File: src/rtl/sacc_pkg.sv
package sacc_pkg;

  typedef enum logic [1:0] {
    SACC_CLR  = 2'b00,
    SACC_LOAD = 2'b01,
    SACC_ADD  = 2'b10,
    SACC_SUB  = 2'b11
  } sacc_op_e;

endpackage

File: src/rtl/sacc_operand.sv
module sacc_operand #(
  parameter int OPD_W = 32
) (
  input  logic [OPD_W-1:0]   prod_i,
  input  logic               prod_shl_i,
  input  logic [OPD_W/2-1:0] word_hi_i,
  input  logic [OPD_W/2-1:0] word_lo_i,
  input  logic               src_sel_i,
  output logic [OPD_W-1:0]   opnd_o,
  output logic [OPD_W-1:0]   cat_o
);

  logic [OPD_W-1:0] prod_sc;

  always_comb begin
    cat_o   = {word_hi_i, word_lo_i};
    prod_sc = prod_shl_i ? {prod_i[OPD_W-2:0], 1'b0} : prod_i;
    opnd_o  = src_sel_i ? cat_o : prod_sc;
  end

endmodule

File: src/rtl/sacc_arith.sv
module sacc_arith #(
  parameter int ACC_W   = 40,
  parameter int OPD_W   = 32,
  parameter int RND_BIT = 15
) (
  input  logic [ACC_W-1:0] acc_i,
  input  logic [OPD_W-1:0] opnd_i,
  input  logic             sub_i,
  input  logic             rnd_i,
  output logic [ACC_W+1:0] exact_o
);

  localparam int EXT_W = ACC_W + 2;

  logic [EXT_W-1:0] a_x;
  logic [EXT_W-1:0] b_x;
  logic [EXT_W-1:0] b_eff;
  logic [EXT_W-1:0] cin_x;
  logic [EXT_W-1:0] rnd_x;

  always_comb begin
    a_x          = {{2{acc_i[ACC_W-1]}}, acc_i};
    b_x          = {{(EXT_W-OPD_W){opnd_i[OPD_W-1]}}, opnd_i};
    b_eff        = sub_i ? ~b_x : b_x;
    cin_x        = '0;
    cin_x[0]     = sub_i;
    rnd_x        = '0;
    rnd_x[RND_BIT] = rnd_i;
    exact_o      = a_x + b_eff + cin_x + rnd_x;
  end

endmodule

File: src/rtl/sacc_limit.sv
module sacc_limit #(
  parameter int ACC_W = 40,
  parameter int OPD_W = 32
) (
  input  logic [ACC_W+1:0] exact_i,
  input  logic             sat_en_i,
  output logic [ACC_W-1:0] result_o,
  output logic             sat_hit_o,
  output logic             wrap_hit_o
);

  localparam int EXT_W   = ACC_W + 2;
  localparam int GUARD_W = ACC_W - OPD_W;
  localparam logic [ACC_W-1:0] POS_LIM = {{(GUARD_W+1){1'b0}}, {(OPD_W-1){1'b1}}};
  localparam logic [ACC_W-1:0] NEG_LIM = {{(GUARD_W+1){1'b1}}, {(OPD_W-1){1'b0}}};

  logic [EXT_W-OPD_W:0] top32;
  logic [2:0]           top40;
  logic                 out32;
  logic                 out40;

  always_comb begin
    top32      = exact_i[EXT_W-1:OPD_W-1];
    top40      = exact_i[EXT_W-1:ACC_W-1];
    out32      = !((&top32) || !(|top32));
    out40      = !((&top40) || !(|top40));
    sat_hit_o  = sat_en_i && out32;
    wrap_hit_o = !sat_en_i && out40;
    if (sat_hit_o) result_o = exact_i[EXT_W-1] ? NEG_LIM : POS_LIM;
    else           result_o = exact_i[ACC_W-1:0];
  end

endmodule

File: src/rtl/sacc_top.sv
module sacc_top
  import sacc_pkg::*;
#(
  parameter int ACC_W = 40,
  parameter int OPD_W = 32
) (
  input  logic               clk,
  input  logic               rst,
  input  logic               op_valid_i,
  input  logic [1:0]         op_i,
  input  logic               src_sel_i,
  input  logic [OPD_W-1:0]   prod_i,
  input  logic               prod_shl_i,
  input  logic [OPD_W/2-1:0] word_hi_i,
  input  logic [OPD_W/2-1:0] word_lo_i,
  input  logic               round_i,
  input  logic               sat_en_i,
  input  logic               ovf_clr_i,
  output logic [ACC_W-1:0]   acc_o,
  output logic               ovf_o
);

  localparam int HALF_W  = OPD_W / 2;
  localparam int GUARD_W = ACC_W - OPD_W;
  localparam int RND_BIT = HALF_W - 1;

  sacc_op_e         op;
  logic [OPD_W-1:0] opnd;
  logic [OPD_W-1:0] cat;
  logic [ACC_W+1:0] exact;
  logic [ACC_W-1:0] limited;
  logic             sat_hit;
  logic             wrap_hit;
  logic             arith_op;
  logic             ovf_evt;
  logic [ACC_W-1:0] acc_q, acc_d;
  logic             ovf_q, ovf_d;

  assign op = sacc_op_e'(op_i);

  sacc_operand #(.OPD_W(OPD_W)) i_operand (
    .prod_i    (prod_i),
    .prod_shl_i(prod_shl_i),
    .word_hi_i (word_hi_i),
    .word_lo_i (word_lo_i),
    .src_sel_i (src_sel_i),
    .opnd_o    (opnd),
    .cat_o     (cat)
  );

  sacc_arith #(.ACC_W(ACC_W), .OPD_W(OPD_W), .RND_BIT(RND_BIT)) i_arith (
    .acc_i  (acc_q),
    .opnd_i (opnd),
    .sub_i  (op == SACC_SUB),
    .rnd_i  (round_i),
    .exact_o(exact)
  );

  sacc_limit #(.ACC_W(ACC_W), .OPD_W(OPD_W)) i_limit (
    .exact_i   (exact),
    .sat_en_i  (sat_en_i),
    .result_o  (limited),
    .sat_hit_o (sat_hit),
    .wrap_hit_o(wrap_hit)
  );

  always_comb begin
    arith_op = op_valid_i && (op == SACC_ADD || op == SACC_SUB);
    ovf_evt  = arith_op && (sat_hit || wrap_hit);
    acc_d    = acc_q;
    if (op_valid_i) begin
      case (op)
        SACC_CLR:  acc_d = '0;
        SACC_LOAD: acc_d = {{GUARD_W{cat[OPD_W-1]}}, cat};
        default:   acc_d = limited;
      endcase
    end
    if (ovf_evt)        ovf_d = 1'b1;
    else if (ovf_clr_i) ovf_d = 1'b0;
    else                ovf_d = ovf_q;
  end

  always_ff @(posedge clk) begin
    if (rst) begin
      acc_q <= '0;
      ovf_q <= 1'b0;
    end else begin
      acc_q <= acc_d;
      ovf_q <= ovf_d;
    end
  end

  assign acc_o = acc_q;
  assign ovf_o = ovf_q;

  a_r1_reset_clears: assert property (@(posedge clk)
    rst |=> (acc_q == '0 && !ovf_q));

  a_r2_hold_idle: assert property (@(posedge clk) disable iff (rst)
    !op_valid_i |=> $stable(acc_q));

  a_r3_clear_zero: assert property (@(posedge clk) disable iff (rst)
    (op_valid_i && op_i == 2'b00) |=> (acc_q == '0));

  a_r4_load_words: assert property (@(posedge clk) disable iff (rst)
    (op_valid_i && op_i == 2'b01) |=>
      (acc_q == {{GUARD_W{$past(word_hi_i[HALF_W-1])}}, $past(word_hi_i), $past(word_lo_i)}));

  a_r8_in_range: assert property (@(posedge clk) disable iff (rst)
    (op_valid_i && op_i[1] && sat_en_i) |=>
      ((&acc_q[ACC_W-1:OPD_W-1]) || !(|acc_q[ACC_W-1:OPD_W-1])));

  a_r10_sticky: assert property (@(posedge clk) disable iff (rst)
    (ovf_q && !ovf_clr_i) |=> ovf_q);

  a_r10_set_wins: assert property (@(posedge clk) disable iff (rst)
    ovf_evt |=> ovf_q);

  a_r11_flag_clear: assert property (@(posedge clk) disable iff (rst)
    (ovf_clr_i && !ovf_evt) |=> !ovf_q);

endmodule

File: config.mk
export PLATFORM = sky130hd
export DESIGN_NAME = sacc_top
export DESIGN_NICKNAME = d
export VERILOG_FILES = /design/src/rtl/sacc_pkg.sv /design/src/rtl/sacc_operand.sv /design/src/rtl/sacc_arith.sv /design/src/rtl/sacc_limit.sv /design/src/rtl/sacc_top.sv
export SDC_FILE = /design/constraint.sdc
export NUM_CORES = 1
export LEC_CHECK = 0
export ABC_CLOCK_PERIOD_IN_PS = 5800
export BUFFER_PORTS_ARGS = -buffer_cell sky130_fd_sc_hd__clkbuf_2
export CAP_MARGIN = 20
export CORE_MARGIN = 1.5
export CORE_UTILIZATION = 52
export CTS_CLUSTER_SIZE = 8
export DETAILED_ROUTE_END_ITERATION = 7
export GPL_TIMING_DRIVEN = 0
export HOLD_SLACK_MARGIN = 0.08
export PLACE_DENSITY = 0.85
export SYNTH_ARGS = -nofsm -noshare
export SYNTH_HDL_FRONTEND = slang
export SYNTH_SLANG_ARGS = --single-unit
File: constraint.sdc
create_clock -name clk -period 5.8 [get_ports clk]
set_clock_uncertainty 0.2 [all_clocks]
set_input_delay 0.87 -clock clk [delete_from_list [all_inputs] [get_ports clk]]
set_output_delay 0.87 -clock clk [all_outputs]
set_load 0.03 [all_outputs]
# Word level (Yosys, flattened, before mapping)
# Index checks and enable logic that the tools add are counted.
[totals] word_cells=36 ff_bits=41 in_bits=74
[op_classes] n_reduce_logical=19 muxes=8 add_sub_neg=3 bitwise_logic=1 n_eq_ne=3
[ops] operator="$mux W40" n=2
[ops] operator="$pmux W40 S2" n=1
[ops] operator="$mux W32" n=2
[ops] operator="$add A42 B1 Y42" n=1
[ops] operator="$add A42 B16 Y42" n=1
[ops] operator="$add A42 B42 Y42" n=1
[ops] operator="$mux W42" n=1
[ops] operator="$not A42 Y42" n=1
[ops] operator="$reduce_and A11 Y1" n=1
[ops] operator="$reduce_or A11 Y1" n=1
[ops] operator="$logic_not A1 Y1" n=5
[ops] operator="$eq A2 B2 Y1 const B" n=2
[ops] operator="$logic_and A1 B1 Y1" n=4
[ops] operator="$logic_or A1 B1 Y1" n=4
[ops] operator="$reduce_and A3 Y1" n=1
[ops] operator="$reduce_or A3 Y1" n=1
[ops] operator="$eq A2 B1 Y1 const B" n=1
[ops] operator="$logic_not A2 Y1" n=1
[ops] operator="$mux W1" n=2
[ops] operator="$reduce_bool A2 Y1" n=1

# Longest topological paths before layout
[logic_depth] ltp_word=15 depth_mapped=21

# Modules after synthesis
# Synthesis repeated with hierarchy kept, for this count alone.
[hier_totals] cells_unflattened=774 area_unflattened_um2=6618.8
[by_module_without_submodules] mod="sacc_arith" cells_each=382 seq_area_each_um2=0.0 n_inst=1 area_per_inst_um2=3074.2
[by_module_without_submodules] mod="sacc_top" cells_each=189 seq_area_each_um2=820.8 n_inst=1 area_per_inst_um2=2089.5
[by_module_without_submodules] mod="sacc_operand" cells_each=138 seq_area_each_um2=0.0 n_inst=1 area_per_inst_um2=945.9
[by_module_without_submodules] mod="sacc_limit" cells_each=65 seq_area_each_um2=0.0 n_inst=1 area_per_inst_um2=509.2

# Worst setup path before layout
# No wires, ideal clock.
[synth_path] kind="input-to-reg" startpoint="input port prod_shl_i" endpoint="register acc_q[5] (netlist: acc_o[5])" setup_slack_ns=0.293 required_ns=5.478 n_path_buf=4 arrival_time_ns=5.185 setup_time_ns=0.122 path_stages=20 path_cell_list="clkbuf_1 > clkbuf_1 > mux2i_1 > o21ai_0 > xor2_1 > fa_1 > inv_1 > ha_1 > a21oi_1 > o21ai_1 > a311oi_1 > a211oi_1 > or3_1 > nand2_1 > nand3_1 > o41ai_4 > nor4_1 > buf_4 > buf_6 > a311o_1"
[synth_between] elab_chain_cells=14
[synth_rtl] item="from (decl)" line_no="sacc_top.sv:13" text="input logic prod_shl_i,"
[synth_rtl] item="$mux W32 (*)" line_no="sacc_operand.sv:17" text="prod_sc = prod_shl_i ? {prod_i[OPD_W-2:0], 1'b0} : prod_i;"
[synth_rtl] item="$mux W32 (*)" line_no="sacc_operand.sv:18" text="opnd_o = src_sel_i ? cat_o : prod_sc;"
[synth_rtl] item="$not A42 Y42" line_no="sacc_arith.sv:24" text="b_eff = sub_i ? ~b_x : b_x;"
[synth_rtl] item="$mux W42 (*)" line_no="sacc_arith.sv:24"
[synth_rtl] item="$add A42 B42 Y42 (*)" line_no="sacc_arith.sv:29" text="exact_o = a_x + b_eff + cin_x + rnd_x;"
[synth_rtl] item="$add A42 B1 Y42 (*)" line_no="sacc_arith.sv:29"
[synth_rtl] item="$add A42 B16 Y42 (*)" line_no="sacc_arith.sv:29"
[synth_rtl] item="$reduce_or A11 Y1" line_no="sacc_limit.sv:25" text="out32 = !((&top32) || !(|top32));"
[synth_rtl] item="$logic_not A1 Y1" line_no="sacc_limit.sv:25"
[synth_rtl] item="$logic_or A1 B1 Y1" line_no="sacc_limit.sv:25"
[synth_rtl] item="$logic_not A1 Y1" line_no="sacc_limit.sv:25"
[synth_rtl] item="$logic_and A1 B1 Y1" line_no="sacc_limit.sv:27" text="sat_hit_o = sat_en_i && out32;"
[synth_rtl] item="$mux W40 (*)" line_no="sacc_limit.sv:29" text="if (sat_hit_o) result_o = exact_i[EXT_W-1] ? NEG_LIM : POS_LIM;"
[synth_rtl] item="$pmux W40 S2 (*)" line_no="sacc_top.sv:72" text="case (op)"
[synth_rtl] item="to (signal assigned)" line_no="sacc_top.sv:85" text="acc_q <= '0;"
[synth_rtl] item="to (signal assigned)" line_no="sacc_top.sv:88" text="acc_q <= acc_d;"
[synth_rtl] item="to (decl)" line_no="sacc_top.sv:36" text="logic [ACC_W-1:0] acc_q, acc_d;"
# Mark *: on every way between the ends. The rest lies on a longest branch, timed or not.
# A chain may end at the register's enable or synchronous reset.

# Final worst setup path
[layout_path] startpoint="input port prod_shl_i" endpoint="register acc_q[34] (netlist: acc_o[34])"
# The elaborated chain is that of the path after synthesis.

==> impl_metrics.toml <==
[synth]
synth_top_area_cell = "ha_1"
yosys-top-cells-count = "93 x nand2_1, 78 x ha_1, 71 x nor2_1"
yosysTopAreaCellShare_pct = 16.5
synth_instances = 781
yosys_register_bits = 41
asyncSetResetFlopFracSynth_pct = 0
yosysUniqueCellTypes = 66
post-synth-top-count-cell = "nand2_1"
synth_edf_count = 0
syn_area_per_cell_um2 = 7.56
synthFlopType = "dfxtp_1"
yosysWarningCount = 0
yosysSeqAreaShare_pct = 13.9
synth_nets = 935
synth.cell_area_um2 = 5900
ys_top_cells_by_area = "ha_1 17%, dfxtp_1 14%, xnor2_1 7.0%, nand2_1 5.9%, mux2i_1 5.4%"

[cells_and_area]
final.fill_count = 1017
layoutNonFillerInstCount = 1044
layout-drive-gt1-share_pct = 19.8
area.growth.synth_to_final_pct = 17.3
antenna_cells_inserted = 0
nNetsFinal = 1057

[routing]
detail_route.vias_per_cell = 6.25
detail_route.wirelength_um = 18400
drtIter0Drc = 529
drt_pass1_iterations = 7
post-route-drc-count = 0
num_vias = 6522
wl_per_cell_um = 17.6
drtAntennaViolNets = 0

[clock_tree]
clkSlewWorstSetupHoldPaths_ns = 0.07
tritoncts = "built"
worst_skew_pair.late_latency_ns = 0.30
cts_hold_buffers = 0
cts-root-to-sink-buffers = 2
clk_root_buffer_cell = "clkbuf_16"
cts-buffers-inserted = 5
cts_h_tree_lvls = 2
cts_num_sinks = 41

[power]
total_power_w = 0.00172
irDropWorstVdd_mv = 0.123
static_leak_nw = 3.18
cellPowerDensity_nw_per_um2 = 248

[timing]
final_min_period_over_clock_period_pct = 96.9
final_max_slew_viol_count = 0
tightest_slew_ns = 0.789
fmax_ghz = 0.178
setup_violations = 0
period_minus_slack_ns = 5.62
max-slew-margin-rel_pct = 47.2
finalHoldViolations = 0

[global_route]
grt_pass1_wl_um = 29300
grtUsageTotal_pct = 30.9
grt_start_max_net_pins = 15
antenna_violations_before_repair = 0
first_global_vias = 6089
grt_remaining_overflow = 0

[placed_design]
gp_routability_congestion = 1.00
placed_insts = 1032
buffer_ports.inserted = 111
hpwl_um = 14900

[setup_path]
worst_setup_path_start_kind = "primary input"
worst-setup-path-type = "in2reg"
critPathCaptureType = "flip-flop"
timing.critical_path.slowest_cell_delay_ns = 0.57
worst-path-max-fanout = 10
worst_path_cell_with_the_longest_stage_delay = "or4_4"
critical_path_arrival_ns = 5.56
cp_data_required_time_ns = 5.74
crit_chain = "clkbuf_2, clkbuf_4, mux2i_1, o21ai_0, xnor2_1, ha_1, ha_1, o211ai_1, o21ai_2, a31oi_2, o21bai_1, a41oi_1, xor2_1, or4_4, nor4b_4, or2_1, buf_6, buf_6, a311oi_1"

[die]
fp.coreArea_um2 = 10900
die_x_um = 110
die_y_um = 110
die-area_um2 = 12000
io-pin-count = 115
initial_core_util_pct = 54.0
floorplan.rows = 38

[worst_hold_path]
worst_hold_path_type = "reg2reg"

[run_status]
status = "complete, no violations"

[run]
max_cap_viols = 0
## registers in the layout (all words and copies together), names as in the netlist
| register | cells |
|---|---|
| acc_o | 40 |
| ovf_o | 1 |
## layout by cell type, fill, tap and decap left out, types with 3 or more instances in the layout
master	count
a211oi_1	4
a211oi_2	4
a21o_1	6
a21oi_1	59
a221oi_1	3
a22oi_1	33
a311o_1	29
a311oi_1	7
and3_1	4
buf_2	9
buf_4	7
buf_6	5
clkbuf_1	17
clkbuf_16	5
clkbuf_2	121
clkbuf_4	3
dfxtp_1	41
ha_1	78
inv_1	24
mux2i_1	32
nand2_1	93
nand2b_1	4
nand3_1	13
nand4_1	12
nor2_1	71
nor3_1	6
nor4_1	4
o211ai_1	9
o21a_1	6
o21ai_0	64
o21ai_1	5
o21bai_1	8
or3_1	4
xnor2_1	47
xor2_1	16
## stage by stage
stage	hold WS (ns)	setup slack [ns]	cell area, um2	TNS [ns]	utilization, %
finish	0.315	0.181	6920	0	63.3
floorplan	0.412	0.293	5900	0	-
global route	0.339	-0.00625	6920	-0.00625	63.3
CTS	0.316	0.0183	6850	0	62.7
detailed placement	0.307	-0.803	6630	-27.86	60.6
global placement	0.302	-0.771	6630	-27.06	60.6
## per-layer routing
metal | track usage [%] | up-vias | part of all wire [%] | wire length (um)
met5 | 0 | - | 0 | 0
met3 | 2.96 | 50 | 7.5 | 1390
met4 | 12.0 | 0 | 3.6 | 665
li1 | - | 3159 | - | -
met2 | 50.3 | 296 | 45 | 8250
met1 | 41.9 | 3017 | 44 | 8120
## repair_timing
action | CTS | global route
buffers inserted | 2 | 3
pin swaps | 1 | 3
endpoints found under the setup margin | 41 | 41
hold endpoints to repair | 0 | 0
resized for setup | 14 | 23
## worst max-delay path, delay by kind of cell
family,cells,cell delay (ns)
simple gates,3,1.03
buf+inv,4,0.84
compound gates,7,1.54
xor+xnor,2,0.38
fa+ha+maj,2,0.66
mux,1,0.22
## final timing paths
kind | end | from | cells past startpoint | slack, ns
hold / removal | acc_o[38]$_SDFFE_PP0P_ | acc_o[38]$_SDFFE_PP0P_ | 2 | 0.32
hold reg to reg | acc_o[38]$_SDFFE_PP0P_ | acc_o[38]$_SDFFE_PP0P_ | 2 | 0.32
setup / recovery | acc_o[34]$_SDFFE_PP0P_ | prod_shl_i | 19 | 0.18
setup reg to reg | acc_o[34]$_SDFFE_PP0P_ | acc_o[15]$_SDFFE_PP0P_ | 16 | 1.39
## cell families after synthesis
kind of cell	share of synthesized area [%]
flip-flops	13.9
multiplexers	5.43
AND/OR/NAND/NOR	17.7
adder cells (fa/ha/maj)	17.2
buffers and inverters	5.41
AO/OA/AOI/OAI	30.6
XOR/XNOR	9.65
## power breakdown
part	internal [W]	switching (W)
clock network	0.000204	0.000130
registers	0.000313	0.0000292
logic	0.000388	0.000653
total	0.000906	0.000812
## area by class of cell
class                   instances  area (um2)  share of cell area (%)
well taps                     140         175                    2.53
flip-flops and latches         41         821                    11.9
repair buffers                116         593                    8.57
inverters                      24        90.1                    1.30
multi-input cells             669        4820                    69.6
plain buffers                  46         253                    3.65
clock buffers                   5         125                    1.81
clock inverters                 3        43.8                   0.633
(Power assumes the default switching activity.)
